File: src/rtl/osc32_pkg.sv
package osc32_pkg;
  parameter int CODE_W = 3;
  parameter int DATA_W = 8;

  typedef enum logic [1:0] {
    REG_CTRL   = 2'd0,
    REG_IRQEN  = 2'd1,
    REG_IRQCLR = 2'd2,
    REG_RSVD   = 2'd3
  } reg_addr_e;

  typedef struct packed {
    logic [CODE_W-1:0] code;
    logic              ext_mode;
    logic              en;
  } ctrl_t;
endpackage

File: src/rtl/osc32_regs.sv
module osc32_regs
  import osc32_pkg::*;
(
  input  logic              clk_i,
  input  logic              rst_ni,
  input  logic              sys_rst_i,
  input  logic              wr_en_i,
  input  logic [1:0]        wr_addr_i,
  input  logic [DATA_W-1:0] wr_data_i,
  output ctrl_t             ctrl_o,
  output logic              irq_en_o,
  output logic              irq_clr_o
);
  localparam int CTRL_W = $bits(ctrl_t);

  ctrl_t ctrl_q;
  logic  irq_en_q;
  reg_addr_e addr;

  assign addr = reg_addr_e'(wr_addr_i);

  // control word survives system reset
  always_ff @(posedge clk_i or negedge rst_ni) begin
    if (!rst_ni) begin
      ctrl_q <= '0;
    end else if (wr_en_i && addr == REG_CTRL) begin
      ctrl_q <= ctrl_t'(wr_data_i[CTRL_W-1:0]);
    end
  end

  always_ff @(posedge clk_i or negedge rst_ni) begin
    if (!rst_ni) begin
      irq_en_q <= 1'b0;
    end else if (sys_rst_i) begin
      irq_en_q <= 1'b0;
    end else if (wr_en_i && addr == REG_IRQEN) begin
      irq_en_q <= wr_data_i[0];
    end
  end

  assign ctrl_o    = ctrl_q;
  assign irq_en_o  = irq_en_q;
  assign irq_clr_o = wr_en_i && (addr == REG_IRQCLR) && wr_data_i[0];
endmodule

File: src/rtl/osc32_startup.sv
module osc32_startup #(
  parameter int CODE_W = 3,
  parameter int BASE   = 2,
  parameter int STEP   = 2
) (
  input  logic              clk_i,
  input  logic              rst_ni,
  input  logic              run_i,
  input  logic              tick_i,
  input  logic [CODE_W-1:0] code_i,
  output logic              ready_o
);
  localparam int MAX_SH = BASE + STEP * ((1 << CODE_W) - 1);
  localparam int CNT_W  = MAX_SH + 1;

  logic [CNT_W-1:0] cnt_q;
  logic [CNT_W-1:0] target;
  logic [CNT_W-1:0] cnt_inc;
  logic             rdy_q;

  always_comb begin
    if (code_i == '0) target = '0;
    else              target = CNT_W'(1) << (BASE + STEP * int'(code_i));
  end

  assign cnt_inc = cnt_q + CNT_W'(1);

  always_ff @(posedge clk_i or negedge rst_ni) begin
    if (!rst_ni) begin
      cnt_q <= '0;
      rdy_q <= 1'b0;
    end else if (!run_i) begin
      cnt_q <= '0;
      rdy_q <= 1'b0;
    end else if (!rdy_q) begin
      if (target == '0) begin
        rdy_q <= 1'b1;
      end else if (tick_i) begin
        // >= keeps a shrunk code from stalling the count
        if (cnt_inc >= target) begin
          rdy_q <= 1'b1;
          cnt_q <= '0;
        end else begin
          cnt_q <= cnt_inc;
        end
      end
    end
  end

  // drops in the cycle the run request falls
  assign ready_o = rdy_q & run_i;
endmodule

File: src/rtl/osc32_irq.sv
module osc32_irq (
  input  logic clk_i,
  input  logic rst_ni,
  input  logic sys_rst_i,
  input  logic ready_i,
  input  logic irq_en_i,
  input  logic clr_i,
  output logic flag_o,
  output logic irq_o
);
  logic rdy_d_q;
  logic flag_q;
  logic rise;

  assign rise = ready_i & ~rdy_d_q;

  // edge history kept across system reset: no spurious edge afterwards
  always_ff @(posedge clk_i or negedge rst_ni) begin
    if (!rst_ni) rdy_d_q <= 1'b0;
    else         rdy_d_q <= ready_i;
  end

  always_ff @(posedge clk_i or negedge rst_ni) begin
    if (!rst_ni) begin
      flag_q <= 1'b0;
    end else if (sys_rst_i) begin
      flag_q <= 1'b0;
    end else if (rise) begin
      flag_q <= 1'b1;
    end else if (clr_i) begin
      flag_q <= 1'b0;
    end
  end

  assign flag_o = flag_q;
  assign irq_o  = flag_q & irq_en_i;
endmodule

File: src/rtl/osc32_ctl.sv
module osc32_ctl
  import osc32_pkg::*;
(
  input  logic              clk_i,
  input  logic              rst_ni,
  input  logic              sys_rst_i,
  input  logic              wr_en_i,
  input  logic [1:0]        wr_addr_i,
  input  logic [DATA_W-1:0] wr_data_i,
  input  logic              osc_tick_i,
  input  logic              static_mode_i,
  output logic              osc_run_o,
  output logic              ready_o,
  output logic              irq_o,
  output logic              xin_gpio_o,
  output logic              xout_gpio_o
);
  ctrl_t ctrl;
  logic  irq_en;
  logic  irq_clr;
  logic  run;
  logic  ready;
  logic  irq_flag;
  logic  osc_en;

  osc32_regs u_regs (
    .clk_i     (clk_i),
    .rst_ni    (rst_ni),
    .sys_rst_i (sys_rst_i),
    .wr_en_i   (wr_en_i),
    .wr_addr_i (wr_addr_i),
    .wr_data_i (wr_data_i),
    .ctrl_o    (ctrl),
    .irq_en_o  (irq_en),
    .irq_clr_o (irq_clr)
  );

  assign osc_en = ctrl.en;
  assign run    = osc_en & ~static_mode_i;

  osc32_startup #(.CODE_W(CODE_W)) u_startup (
    .clk_i   (clk_i),
    .rst_ni  (rst_ni),
    .run_i   (run),
    .tick_i  (osc_tick_i),
    .code_i  (ctrl.code),
    .ready_o (ready)
  );

  osc32_irq u_irq (
    .clk_i     (clk_i),
    .rst_ni    (rst_ni),
    .sys_rst_i (sys_rst_i),
    .ready_i   (ready),
    .irq_en_i  (irq_en),
    .clr_i     (irq_clr),
    .flag_o    (irq_flag),
    .irq_o     (irq_o)
  );

  assign osc_run_o   = run;
  assign ready_o     = ready;
  assign xin_gpio_o  = ~osc_en;
  assign xout_gpio_o = ~osc_en | ctrl.ext_mode;
endmodule

File: config.mk
export PLATFORM = sky130hd
export DESIGN_NAME = osc32_ctl
export DESIGN_NICKNAME = d
export VERILOG_FILES = /design/src/rtl/osc32_pkg.sv /design/src/rtl/osc32_regs.sv /design/src/rtl/osc32_startup.sv /design/src/rtl/osc32_irq.sv /design/src/rtl/osc32_ctl.sv
export SDC_FILE = /design/constraint.sdc
export NUM_CORES = 1
export LEC_CHECK = 0
export BUFFER_PORTS_ARGS = -buffer_cell sky130_fd_sc_hd__buf_2
export CAP_MARGIN = 0
export CORE_MARGIN = 4
export CORE_UTILIZATION = 60
export CTS_CLUSTER_DIAMETER = 80
export DETAILED_ROUTE_END_ITERATION = 8
export PLACE_DENSITY_LB_ADDON = 0.25
export SLEW_MARGIN = 20
export SYNTH_ARGS = -nofsm -noshare
export SYNTH_HDL_FRONTEND = slang
export SYNTH_HIERARCHICAL = 1
export SYNTH_SLANG_ARGS = --single-unit
File: constraint.sdc
create_clock -name clk_i -period 8.85 [get_ports clk_i]
set_clock_uncertainty 0.2 [all_clocks]
set_input_delay 0 -clock clk_i [delete_from_list [all_inputs] [get_ports clk_i]]
set_output_delay 0 -clock clk_i [all_outputs]
set_load 0.005 [all_outputs]
## Word level (Yosys, flattened, before mapping)

Cells that the tools add are included.

| operators by class | value |
|---|---|
| multiplexer cells | 16 |
| equal/unequal tests | 5 |
| $add $sub $neg | 2 |
| bitwise logic cells | 8 |
| reduce and logical (&&, ||, !) cells | 10 |
| shifts and indexed selects | 1 |
| $lt $le $gt $ge | 1 |

Operators with widths:

| operator | number |
|---|---|
| $mux 17 | 6 |
| $shl 1x32->17 const A | 1 |
| $add 17x1->17 const B | 1 |
| $ge 17x17->1 | 1 |
| $logic_not 17->1 | 1 |
| $mux 1 | 10 |
| $ne 2x2->1 const B | 3 |
| $add 2x4->5 const A | 1 |
| $and 1x1->1 | 4 |
| $logic_and 1x1->1 | 4 |
| $logic_not 3->1 | 1 |
| $not 1->1 | 3 |
| $reduce_and 3->1 | 1 |
| $reduce_bool 3->1 | 1 |
| $eq 2x1->1 const B | 1 |
| $eq 2x2->1 const B | 1 |
| $logic_not 2->1 | 1 |
| $reduce_bool 2->1 | 1 |
| $or 1x1->1 | 1 |

| word-level totals | value |
|---|---|
| bits in registers | 26 |
| output and inout bits | 5 |

## Longest topological paths before layout

Gate-level depths: netlist of run 1.

| depth | value |
|---|---|
| depth after elaboration | 9 |
| gate-level depth with buffers | 15 |

## Hierarchy

The synthesis of run 1 kept the hierarchy.

Modules (own cells, without submodules):

| module | sequential area each (um2) | times used | area an instance (um2) | cells each |
|---|---|---|---|---|
| osc32_startup | 450.4 | 1 | 1776.7 | 195 |
| osc32_regs | 150.1 | 1 | 266.5 | 17 |
| osc32_irq | 50.0 | 1 | 85.1 | 6 |
| osc32_ctl | 0.0 | 1 | 18.8 | 3 |

## Least setup slack after synthesis of run 1

OpenSTA, ideal clock, no wires.

| timing path | value |
|---|---|
| kind | register to register |
| start | register u_startup.cnt_q[0] |
| end | register u_startup.cnt_q[12] |
| stages on the path, launching flop included | 14 |
| slack | 5599 ps |
| library setup time | 122 ps |
| arrival | 2930 ps |
| period minus slack after synthesis | 3251 ps |
| path through | dfrtp_1 -> ha_1 -> nand4_1 -> nor3_1 -> and3_1 -> nand3_1 -> xnor2_1 -> ha_1 -> and3_1 -> mux2i_1 -> nor4_2 -> a21oi_2 -> buf_4 -> a32o_1 |

| between the ends | value |
|---|---|
| word-level cells in the longest chain between the ends | 7 |

RTL lines:

| what | RTL line | RTL |
|---|---|---|
| start: declaration | osc32_startup.sv:16 | `logic [CNT_W-1:0] cnt_q;` |
| start signal: assignment | osc32_startup.sv:44 | `cnt_q <= cnt_inc;` |
| $add 17x1->17 * | osc32_startup.sv:26 | `assign cnt_inc = cnt_q + CNT_W'(1);` |
| $ge 17x17->1 | osc32_startup.sv:40 | `if (cnt_inc >= target) begin` |
| $mux 17 * | osc32_startup.sv:40 |  |
| $mux 17 * | osc32_startup.sv:38 | `end else if (tick_i) begin` |
| $mux 17 * | osc32_startup.sv:36 | `if (target == '0) begin` |
| $mux 17 * | osc32_startup.sv:35 | `end else if (!rdy_q) begin` |
| $mux 17 * | osc32_startup.sv:32 | `end else if (!run_i) begin` |

Every way passes the cells marked *; elsewhere a longest branch is shown, timed or not. The select of a mux whose other input is x is not followed.
A chain may end at the register's enable or synchronous reset.

## Worst setup path in the final report of run 1

| timing path | value |
|---|---|
| start | register u_startup.cnt_q[0] |
| end | register u_startup.rdy_q |

| between the ends | value |
|---|---|
| word-level cells in the longest chain between the ends | 7 |

RTL lines:

| what | RTL line | RTL |
|---|---|---|
| $add 17x1->17 | osc32_startup.sv:26 |  |
| $ge 17x17->1 | osc32_startup.sv:40 |  |
| $mux 1 | osc32_startup.sv:40 |  |
| $mux 1 | osc32_startup.sv:38 |  |
| $mux 1 | osc32_startup.sv:36 |  |
| $mux 1 | osc32_startup.sv:35 |  |
| $mux 1 | osc32_startup.sv:32 |  |
| end signal: assignment | osc32_startup.sv:31 | `rdy_q <= 1'b0;` |
| end signal: assignment | osc32_startup.sv:34 | `rdy_q <= 1'b0;` |
| end signal: assignment | osc32_startup.sv:37 | `rdy_q <= 1'b1;` |
| end: declaration | osc32_startup.sv:19 | `logic rdy_q;` |

Every way passes these cells.

==> results of run 1 <==
==> area by class of cell <==
type                    instances  area share
inverters                       4     0.00631
flip-flops and latches         26       0.273
multi-input cells             176       0.572
clock buffers                   3     0.00946
repair buffers                 36       0.115
well taps                      46      0.0242
==> synthesized netlist by cell type (5+ instances only) <==
cell | count | area, µm²
dfrtp_1 | 26 | 651
nand2_1 | 19 | 71.3
nor2_1 | 14 | 52.6
nand3_1 | 12 | 60.1
ha_1 | 10 | 125
a32o_1 | 7 | 70.1
nor3_1 | 7 | 35.0
xnor2_1 | 7 | 61.3
a31oi_1 | 6 | 37.5
buf_4 | 6 | 45.0
nand4_1 | 6 | 37.5
nor4_1 | 6 | 37.5
buf_6 | 5 | 56.3
mux2_2 | 5 | 56.3
nand3b_1 | 5 | 37.5
==> placed cells by master, fill, tap and decap left out, drive strengths merged, types with 8 or more instances in the layout <==
cell type and count:
nand2 20, nand4 8, ha 10, nand3 15
dlygate4sd3 18, nor2 14, dfrtp 26, nor4 9
buf 18
==> per-layer routing <==
layer	vias to the layer above	part of all wire	wire length (µm)
met5	-	0	0
met4	0	0.021	101
met3	10	0.054	266
met2	54	0.46	2240
met1	823	0.47	2280
li1	886	-	-
==> how the worst max path moves through the flow <==
stage | slack, ns | endpoint | cells after the start
after global routing | 3.87 | u_startup/rdy_q$_DFF_PN0_ | 15
final | 4.13 | u_startup/rdy_q$_DFF_PN0_ | 15
after global placement | 4.77 | u_startup/rdy_q$_DFF_PN0_ | 14
after detailed placement | 4.72 | u_startup/rdy_q$_DFF_PN0_ | 14
after CTS | 4.15 | u_startup/rdy_q$_DFF_PN0_ | 15
after floorplan | 5.60 | u_startup/cnt_q[12]$_DFFE_PN0P_ | 13
==> worst max-delay path, delay by kind of cell, from the launching register on <==
family / cells / cell delay (ns)
multiplexers: 1 / 0.23
buffers and inverters: 2 / 0.85
XOR/XNOR: 1 / 0.16
flip-flops: 1 / 0.49
AND/OR/NAND/NOR: 5 / 1.10
AO/OA/AOI/OAI: 4 / 0.95
adder cells (fa/ha/maj): 2 / 0.63
==> through the flow <==
| stage | cells | util | power [W] | worst slack (ns) | hold WS (ns) |
|---|---|---|---|---|---|
| floorplan | 221 | - | 0.000182 | 5.60 | -0.496 |
| global placement | 270 | 0.643 | 0.000198 | 4.77 | -0.161 |
| detailed placement | 270 | 0.643 | 0.000200 | 4.72 | -0.168 |
| CTS | 291 | 0.702 | 0.000261 | 4.15 | 0.00246 |
| global route | 291 | 0.702 | 0.000274 | 3.87 | 0.0423 |
| finish | 291 | 0.702 | 0.000259 | 4.13 | 0.000808 |
==> power by group <==
part / total (W) / internal (W) / switching, W
Clock: 0.0000497 / 0.0000160 / 0.0000337
Sequential: 0.000133 / 0.000125 / 0.00000867
Combinational: 0.0000762 / 0.0000355 / 0.0000407
Total: 0.000259 / 0.000176 / 0.0000831
==> flip-flops by register name, summed over array words and instances, names as in the netlist <==
register / cells
u_startup/cnt_q: 17
u_regs/irq_en_o: 1
u_irq/rdy_d_q: 1
u_irq/flag_o: 1
u_regs/ctrl_o: 5
u_startup/rdy_q: 1
==> cells by family (layout without fill, tap and decap cells) <==
family | after synthesis | after routing | share of synthesized area
multiplexers | 7 | 7 | 0.0355
XOR/XNOR | 12 | 12 | 0.0524
other | 1 | 1 | 0.00175
buffers and inverters | 19 | 43 | 0.0624
adder cells (fa/ha/maj) | 10 | 10 | 0.0583
flip-flops | 26 | 26 | 0.303
AND/OR/NAND/NOR | 103 | 103 | 0.312
AO/OA/AOI/OAI | 43 | 43 | 0.175
==> results_dict.tcl, run 1 <==
set metrics [dict create \
    status "complete, no violations" \
    track_usage 0.226 \
    placed_area_mm2 0.00218 \
    fill_cells 248 \
    design_area_mm2 0.00238 \
    diodes 0 \
    relSlewSlack 0.279 \
    required_ns 8.87 \
    htreeDepth 1 \
    final-hold-violation-count 0 \
    synth_edf_count 0 \
    drv_slew 0 \
    syn_nets 247 \
    rsz0062_at_grt "false" \
    post_cts_resized 0 \
    clk_latency_ns 0.32 \
    clk_pin_slew_ns 0.13 \
    r2r-start "u_startup/cnt_q[0]$_DFFE_PN0P_" \
    gr-total-overflow 0 \
    multi_input_area_mm2 0.00136 \
    route.detailed.drc 0 \
    post-route-period-util 0.533 \
    reg2regPathDepth 15 \
    syn_to_final_growth_pct 10.9 \
    hold_buffers 18 \
    syn_area_per_cell_um2 9.72 \
    ys_async_sr_fraction 1.00 \
    io_buffers 17 \
    worst_slew_pin_slew_ns 1.08 \
    start_util 0.633 \
    crit_chain "ha_1, nand4_1, nor3_1, and3_1, nand3_1, xnor2_1, ha_1, and3_1, mux2i_1, a211oi_1, a21oi_2, buf_4, a21boi_0, o31a_1, dlygate4sd3_1" \
    grt.busiest_layer "met2" \
    pwr_density_cell_mw_per_mm2 109 \
    root_buffer "clkbuf_4" \
    hold_path_class "in -> async" \
    critPathArrivalTime_ns 4.74 \
    die_w_um 67.8 \
    met3_usage 0.0476 \
    grt_pass1_wl_um 7810 \
    dpl.hpwl_um 3280 \
    crit_slowest_cell "dlygate4sd3_1" \
    finalSetupTns_ns 0 \
    vias_per_cell 6.09 \
    ios 21 \
    grt_pass1_vias 1599 \
    dr.first_iter.drc_count 120 \
    syn_area_mm2 0.00215 \
    die_y_um 67.8 \
    antenna_found_initial 0 \
    post_cts_buffers 0 \
    p_leak_nw 1.00 \
    ys_seq_area_frac 0.303 \
    cts_made_buffers 3 \
    routedWlPerCell_um 16.8 \
    ys.flop_type "dfrtp_1" \
    cts_tree "done" \
    path_class "reg -> reg" \
    timing.rr.end "u_startup/rdy_q$_DFF_PN0_" \
    max_stage_delay_ns 0.54 \
    reg2reg_slack_ns 4.13 \
    fmax_mhz 212 \
    fin_crit_ns 4.72 \
    regArea_um2 651 \
    met1_usage 0.307 \
    yosys_warnings 6 \
    start_kind "register" \
    rows 21 \
    routed_wl_um 4890 \
    place_congestion 0.922 \
    synthCells 221 \
    drive_above_1_share 0.196 \
    vias 1773 \
    drt_pre_antenna_iters 4 \
    end_kind "register" \
    use_met2 0.363 \
    yosysUniqueCellTypes 61 \
    cts.sinks 26 \
    maxCapViolCount 0 \
    crit_path_max_fanout 13 \
    setup_violations 0 \
    ys_ff_latch 26 \
    grt_max_degree 27 \
    ant_nets 0 \
    dieArea_mm2 0.00460 \
    clockBufferDepth 2 \
    cp-startpoint "u_startup/cnt_q[0]$_DFFE_PN0P_" \
    ir_worst_vdd_uv 76.8 \
    layout.nets 273 \
    fp.coreArea_mm2 0.00339 \
]
Note: power is estimated with default switching activity, not from simulation.
==> run 2: changes to the inputs <==
--- a/config.mk
+++ b/config.mk
@@ -8,7 +8,7 @@
 export BUFFER_PORTS_ARGS = -buffer_cell sky130_fd_sc_hd__buf_2
 export CAP_MARGIN = 0
 export CORE_MARGIN = 4
-export CORE_UTILIZATION = 60
+export CORE_UTILIZATION = 59
 export CTS_CLUSTER_DIAMETER = 80
 export DETAILED_ROUTE_END_ITERATION = 8
 export PLACE_DENSITY_LB_ADDON = 0.25
==> constraint.sdc (replaced) <==
create_clock -name clk_i -period 4.5 [get_ports clk_i]
set_clock_uncertainty 0.2 [all_clocks]
set_input_delay 0 -clock clk_i [delete_from_list [all_inputs] [get_ports clk_i]]
set_output_delay 0 -clock clk_i [all_outputs]
set_load 0.005 [all_outputs]
==> run 2 against run 1 <==
Compared with the run above: the run now ends with negative hold slack left; worst setup slack worse by 3.8 ns; first-iteration DRC count up 13%; maximum frequency up 13%; power is 110% higher; final area increased by 2.5%; core utilization rose by 1.2 points; sequential share of layout area is 0.66 points lower; non-clock buffer count up 5; cell count grew 2.1%; critical endpoint unchanged.
==> results_dict.tcl, run 2 (synthesized netlist as in run 1, its figures left out) <==
set metrics [dict create \
    routed_wl_um 5090 \
    io_buffers 17 \
    required_ns 4.54 \
    maxCapViolCount 0 \
    clk_pin_slew_ns 0.16 \
    syn_to_final_growth_pct 13.6 \
    ir_worst_vdd_uv 99.7 \
    fmax_mhz 240 \
    vias 1867 \
    antenna_found_initial 0 \
    dpl.hpwl_um 3440 \
    drv_slew 0 \
    grt_max_degree 27 \
    place_congestion 0.829 \
    crit_slowest_cell "dlygate4sd3_1" \
    start_util 0.629 \
    regMostFlops "u_startup/cnt_q" \
    hold_path_class "in -> async" \
    clockBufferDepth 2 \
    die_y_um 68.3 \
    setup_violations 0 \
    htreeDepth 1 \
    die_w_um 68.3 \
    vias_per_cell 6.29 \
    ant_nets 0 \
    root_buffer "clkbuf_4" \
    grt_pass1_vias 1720 \
    gr-total-overflow 0 \
    path_buf_inv 1 \
    rsz0062_at_grt "false" \
    layout_commonest_cell "dfrtp_1" \
    critPathTopFamily "simple AND/OR/NAND/NOR gates" \
    largest_register_ffs 17 \
    final_util 0.714 \
    track_usage 0.231 \
    violations "negative hold slack" \
    status "complete, but fails checks" \
    ios 21 \
    cts.sinks 26 \
    r2r-start "u_startup/cnt_q[0]$_DFFE_PN0P_" \
    p_leak_nw 1.04 \
    dp.cells 272 \
    whs_ns -0.0195 \
    timing.rr.end "u_startup/rdy_q$_DFF_PN0_" \
    layout.nets 278 \
    fin_crit_ns 4.16 \
    crit_chain "ha_1, nand4_1, nor3_1, and3_1, nand3_1, xnor2_1, ha_1, and3_1, mux2i_1, a211oi_1, a21oi_4, a21boi_0, o31a_1, dlygate4sd3_1" \
    routedWlPerCell_um 17.1 \
    final-hold-violation-count 14 \
    max_stage_delay_ns 0.55 \
    power_w 0.000553 \
    diodes 0 \
    end_kind "register" \
    clk_latency_ns 0.33 \
    start_kind "register" \
    relSlewSlack 0.496 \
    fp.coreArea_mm2 0.00342 \
    finalSetupTns_ns 0 \
    reg2reg_slack_ns 0.34 \
    drive_above_1_share 0.215 \
    drt_pre_antenna_iters 4 \
    post-route-period-util 0.924 \
    fill_cells 260 \
    finalNonFillerCells 297 \
    cts_made_buffers 3 \
    crit_path_max_fanout 6 \
    route.detailed.drc 0 \
    critPathArrivalTime_ns 4.20 \
    layout_common_cells "dfrtp_1 (26), nand2_1 (19), dlygate4sd3_1 (18), buf_2 (17), nor2_1 (14)" \
    cts_tree "done" \
    path_class "reg -> reg" \
    dieArea_mm2 0.00467 \
    dr.first_iter.drc_count 135 \
    worst_slew_pin_slew_ns 0.756 \
    reg2regPathDepth 14 \
    pwr_density_cell_mw_per_mm2 227 \
    rows 21 \
    grt_pass1_wl_um 8100 \
]
## run 2: cell types whose count changed in the layout (fill, tap and decap cells not counted), sizes merged
cell / before / now
clkbuf: 3 / 4
buf: 18 / 23
## run 2: what timing repair did
| item | 4_1_cts | 5_1_grt |
|---|---|---|
| setup endpoints to repair | 0 | 1 |
| resized for setup | 0 | 1 |
| hold buffers | 18 | 0 |
| buffers inserted | 0 | 3 |
| endpoints found under the hold margin | 44 | 0 |
## run 2: worst max-delay path by stage
stage | start | to | slack [ns] | depth (start not counted)
CTS | u_startup/cnt_q[0]$_DFFE_PN0P_ | u_startup/rdy_q$_DFF_PN0_ | 0.20 | 14
global route | u_startup/cnt_q[0]$_DFFE_PN0P_ | u_startup/rdy_q$_DFF_PN0_ | 0.07 | 14
global placement | u_startup/cnt_q[0]$_DFFE_PN0P_ | u_startup/cnt_q[7]$_DFFE_PN0P_ | 0.71 | 14
finish | u_startup/cnt_q[0]$_DFFE_PN0P_ | u_startup/rdy_q$_DFF_PN0_ | 0.34 | 14
floorplan | u_startup/cnt_q[0]$_DFFE_PN0P_ | u_startup/cnt_q[12]$_DFFE_PN0P_ | 1.25 | 13
detailed placement | u_startup/cnt_q[0]$_DFFE_PN0P_ | u_startup/cnt_q[7]$_DFFE_PN0P_ | 0.67 | 14
## run 2: area by class of cell
class / instances / area [µm²] / area share
multi-input combinational: 176 / 1370 / 0.562
sequential: 26 / 651 / 0.267
timing repair buffer: 41 / 310 / 0.127
tap: 46 / 57.6 / 0.0236
clock buffer: 4 / 36.3 / 0.0149
inverter: 4 / 15.0 / 0.00615
## run 2: metrics by stage
step | setup WS, ns | hold WS [ns] | cell area, µm²
2_1_floorplan | 1.25 | -0.496 | 2150
3_3_place_gp | 0.712 | -0.154 | 2190
3_5_place_dp | 0.671 | -0.154 | 2190
4_1_cts | 0.204 | 0.000176 | 2410
5_1_grt | 0.0724 | 0.0389 | 2440
6_report | 0.341 | -0.0195 | 2440
## run 2: power breakdown
group	total, W	internal (W)	leakage [nW]	switching, W
Sequential	0.000262	0.000245	0.352	0.0000169
Combinational	0.000166	0.0000794	0.667	0.0000868
Clock	0.000125	0.0000495	0.0210	0.0000752
Total	0.000553	0.000374	1.04	0.000179
## run 2: layer usage
metal  track usage  part of all wire
met1         0.332              0.48
met4        0.0496            0.0039
met3        0.0246             0.033
met5             0                 0
met2         0.372              0.49
